$ cat config.mk
export PLATFORM = sky130hd
export DESIGN_NAME = duplex_sport
export DESIGN_NICKNAME = d
export VERILOG_FILES = /design/src/rtl/sport_pkg.sv /design/src/rtl/sport_tick.sv /design/src/rtl/sport_tx.sv /design/src/rtl/sport_rx.sv /design/src/rtl/duplex_sport.sv
export SDC_FILE = /design/constraint.sdc
export NUM_CORES = 1
export LEC_CHECK = 0
export ABC_AREA = 1
export BUFFER_PORTS_ARGS = -buffer_cell sky130_fd_sc_hd__clkbuf_2
export CAP_MARGIN = 20
export CORE_UTILIZATION = 55
export CTS_CLUSTER_SIZE = 25
export DETAILED_ROUTE_END_ITERATION = 8
export PLACE_DENSITY = 0.74
export SLEW_MARGIN = 20
export SYNTH_ARGS = -nofsm -noshare
export SYNTH_HDL_FRONTEND = slang
export SYNTH_HIERARCHICAL = 1
export SYNTH_SLANG_ARGS = --single-unit
$ cat constraint.sdc
create_clock -name clk -period 5.2 [get_ports clk]
set_input_delay 0.52 -clock clk [delete_from_list [all_inputs] [get_ports clk]]
set_output_delay 0.52 -clock clk [all_outputs]
set_load 0.005 [all_outputs]
$ cat src/rtl/sport_pkg.sv
package sport_pkg;
  typedef enum logic [1:0] {
    MODE_OFF  = 2'd0,
    MODE_8VAR = 2'd1,
    MODE_9FIX = 2'd2,
    MODE_9VAR = 2'd3
  } sp_mode_e;

  typedef enum logic [1:0] {
    RX_IDLE,
    RX_START,
    RX_DATA,
    RX_STOP
  } rx_state_e;

  localparam logic [1:0] ADDR_DATA = 2'd0;
  localparam logic [1:0] ADDR_CTRL = 2'd1;
  localparam logic [1:0] ADDR_STAT = 2'd2;
endpackage

$ cat src/rtl/sport_tick.sv
module sport_tick #(
  parameter int OVS = 16
) (
  input  logic       clk,
  input  logic       rst_n,
  input  logic [1:0] mode,
  input  logic       dbl,
  input  logic       ext_tick,
  output logic       tick
);
  import sport_pkg::*;
  localparam int DIV_FAST = 32 / OVS;
  localparam int DIV_SLOW = 64 / OVS;
  localparam int CW       = $clog2(DIV_SLOW + 1);

  logic [CW-1:0] cnt, cnt_n;
  logic [CW-1:0] lim;
  logic          fix_tick;

  assign lim      = dbl ? CW'(DIV_FAST - 1) : CW'(DIV_SLOW - 1);
  assign fix_tick = (cnt >= lim);

  always_comb begin
    cnt_n = fix_tick ? '0 : cnt + 1'b1;
  end

  always_ff @(posedge clk or negedge rst_n) begin
    if (!rst_n) cnt <= '0;
    else        cnt <= cnt_n;
  end

  always_comb begin
    case (sp_mode_e'(mode))
      MODE_9FIX: tick = fix_tick;
      MODE_OFF:  tick = 1'b0;
      default:   tick = ext_tick;
    endcase
  end
endmodule

$ cat src/rtl/sport_tx.sv
module sport_tx #(
  parameter int DW  = 8,
  parameter int OVS = 16
) (
  input  logic          clk,
  input  logic          rst_n,
  input  logic          tick,
  input  logic          load,
  input  logic [DW-1:0] data,
  input  logic          nine,
  input  logic          bit9,
  input  logic          two_stop,
  output logic          txd,
  output logic          busy,
  output logic          done_p
);
  localparam int FW = DW + 4;
  localparam int IW = $clog2(FW + 1);
  localparam int CW = $clog2(OVS);

  logic [FW-1:0] sh, sh_n, frame;
  logic [IW-1:0] idx, idx_n, last, last_n, stopi, stopi_n;
  logic [IW-1:0] total, stop_idx;
  logic [CW-1:0] cnt, cnt_n;
  logic          busy_n;

  always_comb begin
    frame         = '1;
    frame[0]      = 1'b0;
    frame[DW:1]   = data;
    if (nine) frame[DW+1] = bit9;
    stop_idx = IW'(DW + 1) + IW'(nine);
    total    = stop_idx + IW'(1) + IW'(two_stop);
  end

  always_comb begin
    sh_n    = sh;
    busy_n  = busy;
    idx_n   = idx;
    cnt_n   = cnt;
    last_n  = last;
    stopi_n = stopi;
    done_p  = 1'b0;
    if (!busy) begin
      if (load) begin
        sh_n    = frame;
        busy_n  = 1'b1;
        idx_n   = '0;
        cnt_n   = '0;
        last_n  = total;
        stopi_n = stop_idx;
      end
    end else if (tick) begin
      if (cnt == CW'(OVS - 1)) begin
        cnt_n = '0;
        sh_n  = {1'b1, sh[FW-1:1]};
        idx_n = idx + 1'b1;
        if (idx_n == stopi) done_p = 1'b1;
        if (idx_n == last)  busy_n = 1'b0;
      end else begin
        cnt_n = cnt + 1'b1;
      end
    end
  end

  always_ff @(posedge clk or negedge rst_n) begin
    if (!rst_n) begin
      sh    <= '1;
      busy  <= 1'b0;
      idx   <= '0;
      cnt   <= '0;
      last  <= '0;
      stopi <= '0;
    end else begin
      sh    <= sh_n;
      busy  <= busy_n;
      idx   <= idx_n;
      cnt   <= cnt_n;
      last  <= last_n;
      stopi <= stopi_n;
    end
  end

  assign txd = ~busy | sh[0];
endmodule

$ cat src/rtl/sport_rx.sv
module sport_rx #(
  parameter int DW  = 8,
  parameter int OVS = 16
) (
  input  logic          clk,
  input  logic          rst_n,
  input  logic          tick,
  input  logic          en,
  input  logic          rxd_s,
  input  logic          nine,
  output logic          done_p,
  output logic [DW-1:0] data,
  output logic          bit9
);
  import sport_pkg::*;
  localparam int CW = $clog2(OVS);
  localparam int BW = $clog2(DW + 2);

  rx_state_e     st, st_n;
  logic [CW-1:0] cnt, cnt_n;
  logic [BW-1:0] bits, bits_n, nbits;
  logic [DW:0]   sh, sh_n;
  logic          nine_q, nine_n;

  assign nbits = nine_q ? BW'(DW + 1) : BW'(DW);

  always_comb begin
    st_n   = st;
    cnt_n  = cnt;
    bits_n = bits;
    sh_n   = sh;
    nine_n = nine_q;
    done_p = 1'b0;
    if (!en) begin
      st_n = RX_IDLE;
    end else if (tick) begin
      case (st)
        RX_IDLE: if (!rxd_s) begin
          st_n   = RX_START;
          cnt_n  = '0;
          nine_n = nine;
        end
        RX_START: begin
          if (rxd_s) st_n = RX_IDLE;
          else if (cnt == CW'(OVS / 2 - 2)) begin
            st_n   = RX_DATA;
            cnt_n  = '0;
            bits_n = '0;
          end else cnt_n = cnt + 1'b1;
        end
        RX_DATA: begin
          if (cnt == CW'(OVS - 1)) begin
            cnt_n  = '0;
            sh_n   = {rxd_s, sh[DW:1]};
            bits_n = bits + 1'b1;
            if (bits_n == nbits) st_n = RX_STOP;
          end else cnt_n = cnt + 1'b1;
        end
        default: begin
          if (cnt == CW'(OVS - 1)) begin
            done_p = 1'b1;
            st_n   = RX_IDLE;
          end else cnt_n = cnt + 1'b1;
        end
      endcase
    end
  end

  always_ff @(posedge clk or negedge rst_n) begin
    if (!rst_n) begin
      st     <= RX_IDLE;
      cnt    <= '0;
      bits   <= '0;
      sh     <= '0;
      nine_q <= 1'b0;
    end else begin
      st     <= st_n;
      cnt    <= cnt_n;
      bits   <= bits_n;
      sh     <= sh_n;
      nine_q <= nine_n;
    end
  end

  assign data = nine_q ? sh[DW-1:0] : sh[DW:1];
  assign bit9 = nine_q & sh[DW];
endmodule

$ cat src/rtl/duplex_sport.sv
module duplex_sport #(
  parameter int DW  = 8,
  parameter int OVS = 16
) (
  input  logic          clk,
  input  logic          rst_n,
  input  logic [1:0]    bus_addr,
  input  logic          bus_wr,
  input  logic [DW-1:0] bus_wdata,
  output logic [DW-1:0] bus_rdata,
  input  logic          rate_tick16,
  input  logic          rxd,
  output logic          txd
);
  import sport_pkg::*;

  logic [1:0]    cfg_mode, cfg_mode_n;
  logic          cfg_dbl, cfg_dbl_n, cfg_two, cfg_two_n, cfg_b9, cfg_b9_n;
  logic          st_tx_done, st_tx_done_n, st_rx_full, st_rx_full_n;
  logic          st_ovr, st_ovr_n, rx_b9, rx_b9_n;
  logic [DW-1:0] rx_buf, rx_buf_n;
  logic          rx_s1, rx_s2;
  logic          tick, tx_busy, tx_done_p, rx_done_p, rx_bit9;
  logic [DW-1:0] rx_data;
  logic          wr_data, wr_ctrl, wr_stat;
  logic          clr_done, clr_full, clr_ovr;

  assign wr_data  = bus_wr && (bus_addr == ADDR_DATA);
  assign wr_ctrl  = bus_wr && (bus_addr == ADDR_CTRL);
  assign wr_stat  = bus_wr && (bus_addr == ADDR_STAT);
  assign clr_done = wr_stat & bus_wdata[0];
  assign clr_full = wr_stat & bus_wdata[1];
  assign clr_ovr  = wr_stat & bus_wdata[2];

  always_ff @(posedge clk or negedge rst_n) begin
    if (!rst_n) begin
      rx_s1 <= 1'b1;
      rx_s2 <= 1'b1;
    end else begin
      rx_s1 <= rxd;
      rx_s2 <= rx_s1;
    end
  end

  sport_tick #(.OVS(OVS)) u_tick (
    .clk(clk), .rst_n(rst_n), .mode(cfg_mode), .dbl(cfg_dbl),
    .ext_tick(rate_tick16), .tick(tick)
  );

  sport_tx #(.DW(DW), .OVS(OVS)) u_tx (
    .clk(clk), .rst_n(rst_n), .tick(tick),
    .load(wr_data && (cfg_mode != MODE_OFF)), .data(bus_wdata),
    .nine(cfg_mode[1]), .bit9(cfg_b9), .two_stop(cfg_two),
    .txd(txd), .busy(tx_busy), .done_p(tx_done_p)
  );

  sport_rx #(.DW(DW), .OVS(OVS)) u_rx (
    .clk(clk), .rst_n(rst_n), .tick(tick), .en(cfg_mode != MODE_OFF),
    .rxd_s(rx_s2), .nine(cfg_mode[1]), .done_p(rx_done_p),
    .data(rx_data), .bit9(rx_bit9)
  );

  always_comb begin
    cfg_mode_n   = cfg_mode;
    cfg_dbl_n    = cfg_dbl;
    cfg_two_n    = cfg_two;
    cfg_b9_n     = cfg_b9;
    st_tx_done_n = st_tx_done;
    st_rx_full_n = st_rx_full;
    st_ovr_n     = st_ovr;
    rx_buf_n     = rx_buf;
    rx_b9_n      = rx_b9;
    if (wr_ctrl) begin
      cfg_mode_n = bus_wdata[1:0];
      cfg_dbl_n  = bus_wdata[2];
      cfg_two_n  = bus_wdata[3];
      cfg_b9_n   = bus_wdata[4];
    end
    if (clr_done) st_tx_done_n = 1'b0;
    if (clr_full) st_rx_full_n = 1'b0;
    if (clr_ovr)  st_ovr_n     = 1'b0;
    if (tx_done_p) st_tx_done_n = 1'b1;
    if (rx_done_p) begin
      if (st_rx_full) st_ovr_n = 1'b1;
      else begin
        st_rx_full_n = 1'b1;
        rx_buf_n     = rx_data;
        rx_b9_n      = rx_bit9;
      end
    end
  end

  always_ff @(posedge clk or negedge rst_n) begin
    if (!rst_n) begin
      cfg_mode   <= MODE_OFF;
      cfg_dbl    <= 1'b0;
      cfg_two    <= 1'b0;
      cfg_b9     <= 1'b0;
      st_tx_done <= 1'b0;
      st_rx_full <= 1'b0;
      st_ovr     <= 1'b0;
      rx_buf     <= '0;
      rx_b9      <= 1'b0;
    end else begin
      cfg_mode   <= cfg_mode_n;
      cfg_dbl    <= cfg_dbl_n;
      cfg_two    <= cfg_two_n;
      cfg_b9     <= cfg_b9_n;
      st_tx_done <= st_tx_done_n;
      st_rx_full <= st_rx_full_n;
      st_ovr     <= st_ovr_n;
      rx_buf     <= rx_buf_n;
      rx_b9      <= rx_b9_n;
    end
  end

  always_comb begin
    bus_rdata = '0;
    case (bus_addr)
      ADDR_DATA: bus_rdata = rx_buf;
      ADDR_CTRL: bus_rdata[4:0] = {cfg_b9, cfg_two, cfg_dbl, cfg_mode};
      ADDR_STAT: bus_rdata[4:0] = {tx_busy, rx_b9, st_ovr, st_rx_full, st_tx_done};
      default:   bus_rdata = '0;
    endcase
  end
endmodule

==> impl_metrics.env, run 1 <==
export IMPL_grt_pass1_wl_mm=12.28
export IMPL_cellLeakagePower_nw=1.944
export IMPL_syn_num_nets=466
export IMPL_nNetsFinal=492
export IMPL_hold_buffers=0
export IMPL_antenna_found_initial=0
export IMPL_routedWlPerCell_um=12.98
export IMPL_routed_wl_mm=7.114
export IMPL_critical_path_top_delay_family="simple AND/OR/NAND/NOR gates"
export IMPL_slew_viol_final=0
export IMPL_p_clk_share_pct=27.5
export IMPL_post_route_period_util_pct=50.93
export IMPL_place_detailed_hpwl_mm=5.130
export IMPL_cts_tree="done"
export IMPL_p_int_mw=1.116
export IMPL_path_buf_inv=0
export IMPL_dieWidth_um=81.44
export IMPL_ys_seq_area_share_pct=48.74
export IMPL_synth_top_cell_area_share_pct=39.65
export IMPL_power_frac_comb_pct=25.7
export IMPL_clock_fmax_ghz=0.3776
export IMPL_synth_ff_type="dfrtp_1"
export IMPL_cts_root_buf="clkbuf_8"
export IMPL_cts_buffers=9
export IMPL_multi_input_area_um2=1518
export IMPL_cp_start_kind="register"
export IMPL_synth_area_leaders="dfrtp_1 (40%), nand2_1 (16%), dfstp_2 (9.1%)"
export IMPL_seqPwrFrac_pct=46.8
export IMPL_fin_crit_ns=2.649
export IMPL_initial_core_util_pct=57.94
export IMPL_grt_overflow=0
export IMPL_num_vias=2880
export IMPL_critPathMaxFanout=13
export IMPL_critical_path_required_ns=5.41
export IMPL_avgSynthCellArea_um2=7.853
export IMPL_netlist_area_um2=3471
export IMPL_initialDrtViolationCount=210
export IMPL_num_io_pins=24
export IMPL_core_area_um2=5991
export IMPL_first_pass_iters=4
export IMPL_min_path_type="in -> reg"
export IMPL_cts_buffer_depth=2
export IMPL_crit_path_end_kind="register"
export IMPL_rows=28
export IMPL_netlist_instances=442
export IMPL_die_h_um=81.44
export IMPL_synthArstFlopShare_pct=100.0
export IMPL_irDropWorstVdd_uv=255.5
export IMPL_synth_edf_count=0
export IMPL_cts_clk_slew_worst_paths_ns=0.07
export IMPL_finalPower_mw=1.698
export IMPL_grt_pass1_vias=2735
export IMPL_synth_top_cells_by_count="nand2_1 (149), dfrtp_1 (55), inv_1 (47)"
export IMPL_n_antenna_cell=0
export IMPL_power_switching_mw=0.5817
export IMPL_synth_cell_types=32
export IMPL_layout_drive_gt1_share_pct=16.28
export IMPL_htreeDepth=3
export IMPL_ctsResizeCount=0
export IMPL_rsz0062_at_grt="no"
export IMPL_arrival_ns=2.86
export IMPL_area_growth_pct=10.99
export IMPL_p_per_area_nw_per_um2=440.7
export IMPL_synthMostInstantiatedCell="nand2_1"
export IMPL_synth_warnings=6
export IMPL_place_area_um2=3636
export IMPL_ant_nets=0
export IMPL_clk_latency_ns=0.34
export IMPL_cp_common_cell="nand2_1"
export IMPL_setup_violations=0
export IMPL_worstPathCellList="ha_1 > nand2_1 > nand2_2 > nand2_1 > nand2_1 > nand2_1 > nor3_1 > nand2_1 > nor2_1 > a21oi_1"
export IMPL_drv_cap=0
export IMPL_hold_viol_final=0
export IMPL_register_area_um2=1692
export IMPL_cts_sinks=67
export IMPL_stdcell_area_um2=3852
export IMPL_ys_ff_latch=67
export IMPL_p_sw_share_pct=34.26
export IMPL_port_buffers=23
export IMPL_critical_path_slowest_cell="nor3_1"
export IMPL_fill_cells=537
export IMPL_holdWs_ns=0.2656
export IMPL_slew_headroom_pct=45.06
export IMPL_status="completed"
export IMPL_fin_skew_ns=0.008265
export IMPL_viasPerCell=5.255
export IMPL_synth_area_leader_cell="dfrtp_1"
export IMPL_worst_slack_ns=2.551
export IMPL_grt_max_degree=68
export IMPL_tightest_slew_ns=0.8242
export IMPL_globalRouteTotalUtil_pct=24.68
export IMPL_place_ws_ns=2.563
export IMPL_die_area_um2=6632
export IMPL_critPathKind="reg -> reg"
export IMPL_place_congestion=0.8112
export IMPL_route_detailed_drc=0
export IMPL_fin_tns_setup_ns=0
export IMPL_cpPeakStageDelay_ns=0.67
export IMPL_cts_setup_buffers=0
[power by group through the flow]
stage / registers [mW] / clock network, mW / logic, mW
2_1_floorplan: 0.755 / 0 / 0.361
3_3_place_gp: 0.799 / 0 / 0.417
3_5_place_dp: 0.803 / 0 / 0.434
4_1_cts: 0.794 / 0.476 / 0.437
5_1_grt: 0.815 / 0.501 / 0.510
6_report: 0.795 / 0.467 / 0.436
[path summary, 6_finish.rpt]
check	end	start	slack [ns]	cells past startpoint
max	rx_buf[6]	cfg_dbl	2.55	10
max in group asynchronous	u_rx/sh[1]	rst_n	4.29	2
min reg2reg	rx_s2	rx_s1	0.36	0
min in group asynchronous	u_tx/cnt[2]	rst_n	0.37	2
max reg2reg	rx_buf[6]	cfg_dbl	2.55	10
min	rx_s1	rxd	0.27	1
[sequential cells by signal, indices dropped and copies added (netlist names), 2 cells and up]
signal / flops
cfg_mode: 2
rx_buf: 8
u_rx/bits: 4
u_rx/cnt: 4
u_rx/sh: 9
u_rx/st: 2
u_tick/cnt: 3
u_tx/cnt: 4
u_tx/idx: 4
u_tx/last: 4
u_tx/sh: 10
u_tx/stopi: 2
[stage by stage]
step                      std cells  utilization [%]
after CTS                       548            64.31
after detailed placement        532            60.69
final                           548            64.31
after global placement          532            60.69
after floorplan                 442                -
after global routing            548            64.31
[metal layers]
layer / GRT usage, % / routed length, µm
met5: 0 / 0
met3: 4.667 / 216
met2: 39.33 / 3263
met1: 33.14 / 3515
met4: 9.821 / 119
[kinds of logic (layout without fill, tap and decap cells)]
family | Yosys count | after routing | synth area share, %
and+or+nand+nor | 237 | 237 | 29.34
xor gates and xnor gates | 4 | 4 | 1.010
DFF | 67 | 67 | 48.74
adders and majority gates | 9 | 9 | 3.244
AOI/OAI and AO/OA | 60 | 60 | 10.13
buffers and inverters | 65 | 96 | 7.534
[area by class of cell]
| class | instances | area share (%) |
|---|---|---|
| tap | 75 | 2.436 |
| timing repair buffer | 24 | 3.183 |
| clock inverter | 1 | 0.7795 |
| clock buffer | 15 | 4.839 |
| multi-input combinational | 310 | 39.40 |
| sequential | 67 | 43.91 |
| inverter | 56 | 5.456 |
[layout by cell type (no fill, tap or decap), types with 9 or more instances in the layout]
cell	Yosys	final
clkbuf_2	0	22
nor2_1	35	35
dfstp_2	12	12
ha_1	9	9
o21ai_0	17	17
nand2_1	149	149
inv_1	47	47
o21ai_1	18	18
inv_2	9	9
dfrtp_1	55	55
nand3_1	27	27
clkbuf_8	0	13
(Power assumes the default switching activity.)
==> run 2, diff against run 1 <==
Settings changed: ABC_AREA 1 to 0.
Clock period 5.2 ns to 2.45 ns, I/O delays scaled along.
==> run 2 against run 1 <==
Effect of this change:
- combinational power rose by 73%
- clock-buffer cell count fell by 5
- non-clock buffer count rose by 7
- clock skew rose by 0.0019 ns
- die area rose by 1.4%
- routed wire length fell by 9.3%
- final cell count fell by 28%
- critical path depth fell by 2
- hold slack got worse by 0.11 ns
- area after synthesis rose by 1.4%
- critical endpoint is now rx_b9
==> impl_metrics.env, run 2 <==
export IMPL_routedWlPerCell_um=16.34
export IMPL_post_route_period_util_pct=89.61
export IMPL_synth_area_leaders="dfrtp_1 (39%), mux2_2 (12%), dfstp_2 (9.0%)"
export IMPL_dp_cells=377
export IMPL_htreeDepth=3
export IMPL_cts_setup_buffers=0
export IMPL_holdPathEnd="cfg_b9"
export IMPL_area_growth_pct=13.08
export IMPL_synth_warnings=6
export IMPL_min_path_type="in -> reg"
export IMPL_mostFrequentLayoutCell="dfrtp_1"
export IMPL_globalRouteTotalUtil_pct=21.23
export IMPL_die_h_um=82.00
export IMPL_dieWidth_um=82.00
export IMPL_ys_ff_latch=67
export IMPL_cts_root_buf="clkbuf_8"
export IMPL_port_buffers=23
export IMPL_core_area_um2=6061
export IMPL_initial_core_util_pct=58.07
export IMPL_num_vias=2240
export IMPL_die_area_um2=6723
export IMPL_synth_cell_types=55
export IMPL_cellLeakagePower_nw=1.873
export IMPL_place_detailed_hpwl_mm=4.503
export IMPL_crit_path_end_kind="register"
export IMPL_critical_path_required_ns=2.68
export IMPL_largest_reg_flops=10
export IMPL_synth_area_leader_cell="dfrtp_1"
export IMPL_status="completed"
export IMPL_critPathKind="reg -> reg"
export IMPL_multi_input_area_um2=1722
export IMPL_synth_ff_type="dfrtp_1"
export IMPL_fin_skew_ns=0.01019
export IMPL_place_area_um2=3706
export IMPL_route_detailed_drc=0
export IMPL_slew_viol_final=0
export IMPL_synth_edf_count=0
export IMPL_stdcell_area_um2=3980
export IMPL_layout_drive_gt1_share_pct=37.81
export IMPL_initialDrtViolationCount=50
export IMPL_cts_buffers=9
export IMPL_first_pass_iters=4
export IMPL_ys_seq_area_share_pct=48.06
export IMPL_synthArstFlopShare_pct=100.0
export IMPL_mostFrequentLayoutCells="dfrtp_1 (55), mux2_2 (37), clkbuf_2 (22)"
export IMPL_cts_clk_slew_worst_paths_ns=0.07
export IMPL_finalPower_mw=3.488
export IMPL_synthMostInstantiatedCell="dfrtp_1"
export IMPL_drv_cap=0
export IMPL_setup_violations=0
export IMPL_ant_nets=0
export IMPL_antenna_found_initial=0
export IMPL_cts_buffer_depth=2
export IMPL_grt_pass1_wl_mm=10.56
export IMPL_slew_headroom_pct=58.53
export IMPL_netlist_area_um2=3520
export IMPL_critPathMaxFanout=10
export IMPL_cts_sinks=67
export IMPL_p_per_area_nw_per_um2=876.4
export IMPL_rows=28
export IMPL_holdWs_ns=0.1523
export IMPL_grt_max_degree=42
export IMPL_avgSynthCellArea_um2=12.39
export IMPL_fill_cells=443
export IMPL_nNetsFinal=339
export IMPL_arrival_ns=2.42
export IMPL_cts_tree="done"
export IMPL_reg2reg_to="rx_b9"
export IMPL_fin_tns_setup_ns=0
export IMPL_synth_top_cell_area_share_pct=39.10
export IMPL_r2r_slack_ns=0.25
export IMPL_n_antenna_cell=0
export IMPL_fin_crit_ns=2.195
export IMPL_syn_num_nets=308
export IMPL_instances_no_fill=395
export IMPL_rsz0062_at_grt="no"
export IMPL_clk_latency_ns=0.35
export IMPL_cp_start_kind="register"
export IMPL_synth_top_cells_by_count="dfrtp_1 (55), mux2_2 (37), mux2_4 (15)"
export IMPL_hold_start="bus_wdata[4]"
export IMPL_grt_overflow=0
export IMPL_top_register="u_tx/sh"
export IMPL_min_path_cells=2
export IMPL_num_io_pins=24
export IMPL_clock_fmax_ghz=0.4555
export IMPL_reg_top3="u_tx/sh: 10 flops, u_rx/sh: 9 flops, rx_buf: 8 flops"
export IMPL_register_area_um2=1692
export IMPL_irDropWorstVdd_uv=643.9
export IMPL_routed_wl_mm=6.454
export IMPL_place_congestion=0.8141
export IMPL_netlist_instances=284
export IMPL_tightest_slew_ns=0.6220
export IMPL_viasPerCell=5.671
export IMPL_hold_viol_final=0
export IMPL_grt_pass1_vias=2168
export IMPL_worstReg2RegStart="cfg_dbl"
export IMPL_ff2ff_path_depth=8
run 2: cell types whose count changed in the layout (fill, tap and decap cells not counted), moves of 15 or more:
cell,delta
nand3_1,-17
inv_1,-39
mux2_4,+15
nand2_1,-135
mux2_2,+37
o21ai_1,-18
nor2_1,-29
run 2: timing repair:
action / in CTS / in global routing
hold buffers: 2 / 0
setup endpoints to repair: 0 / 12
hold endpoints to repair: 27 / 0
gates resized for setup: 0 / 1
run 2: kinds of logic after synthesis:
kind of cell             after synthesis  synth area share, %
multiplexers                          60                20.51
adder cells (fa/ha/maj)                9                3.199
AND/OR/NAND/NOR                       73                13.01
buffers and inverters                 19                3.128
flip-flops                            67                48.06
XOR/XNOR                              10                2.489
AO/OA/AOI/OAI                         46                9.599
run 2: how the worst max path moves through the flow:
| stage | from | cells past startpoint | slack [ns] | endpoint |
|---|---|---|---|---|
| finish | cfg_dbl | 8 | 0.25 | rx_b9 |
| global route | cfg_dbl | 8 | 0.07 | rx_b9 |
| CTS | cfg_dbl | 8 | 0.15 | rx_b9 |
| detailed placement | cfg_dbl | 8 | 0.17 | rx_b9 |
| global placement | cfg_dbl | 8 | 0.24 | rx_buf[5] |
| floorplan | cfg_dbl | 8 | 0.15 | rx_b9 |
run 2: area by class of cell:
type / count / area share, %
clock buffers: 10 / 3.458
clock inverters: 6 / 2.829
inverters: 8 / 0.7545
multi-input cells: 198 / 43.26
flip-flops and latches: 67 / 42.50
well taps: 75 / 2.358
repair buffers: 31 / 4.841
run 2: metal layers:
layer / track usage, % / part of all wire (%) / vias up
met4: 6.842 / 0.85 / 0
met2: 33.64 / 49 / 24
met3: 6.111 / 2.7 / 6
li1: - / - / 1098
met5: 0 / 0 / -
met1: 27.89 / 48 / 1112
run 2: where the power goes:
group	leakage (nW)	internal (mW)	switching [mW]
combinational	0.892	0.419	0.333
clock	0.126	0.705	0.426
sequential	0.855	1.38	0.225
run 2: through the flow:
step | worst slack (ns) | utilization, %
floorplan | 0.1469 | -
global placement | 0.2428 | 61.15
detailed placement | 0.1712 | 61.15
CTS | 0.1475 | 65.61
global route | 0.07199 | 65.67
finish | 0.2546 | 65.67
run 2: worst max-delay path: stages (launching register included):
cell	delay, ns
dfrtp_1	0.40
ha_1	0.31
a211oi_2	0.09
o21ai_2	0.24
nand2_1	0.10
nor3_1	0.24
nor2b_1	0.16
buf_4	0.22
mux2_4	0.32
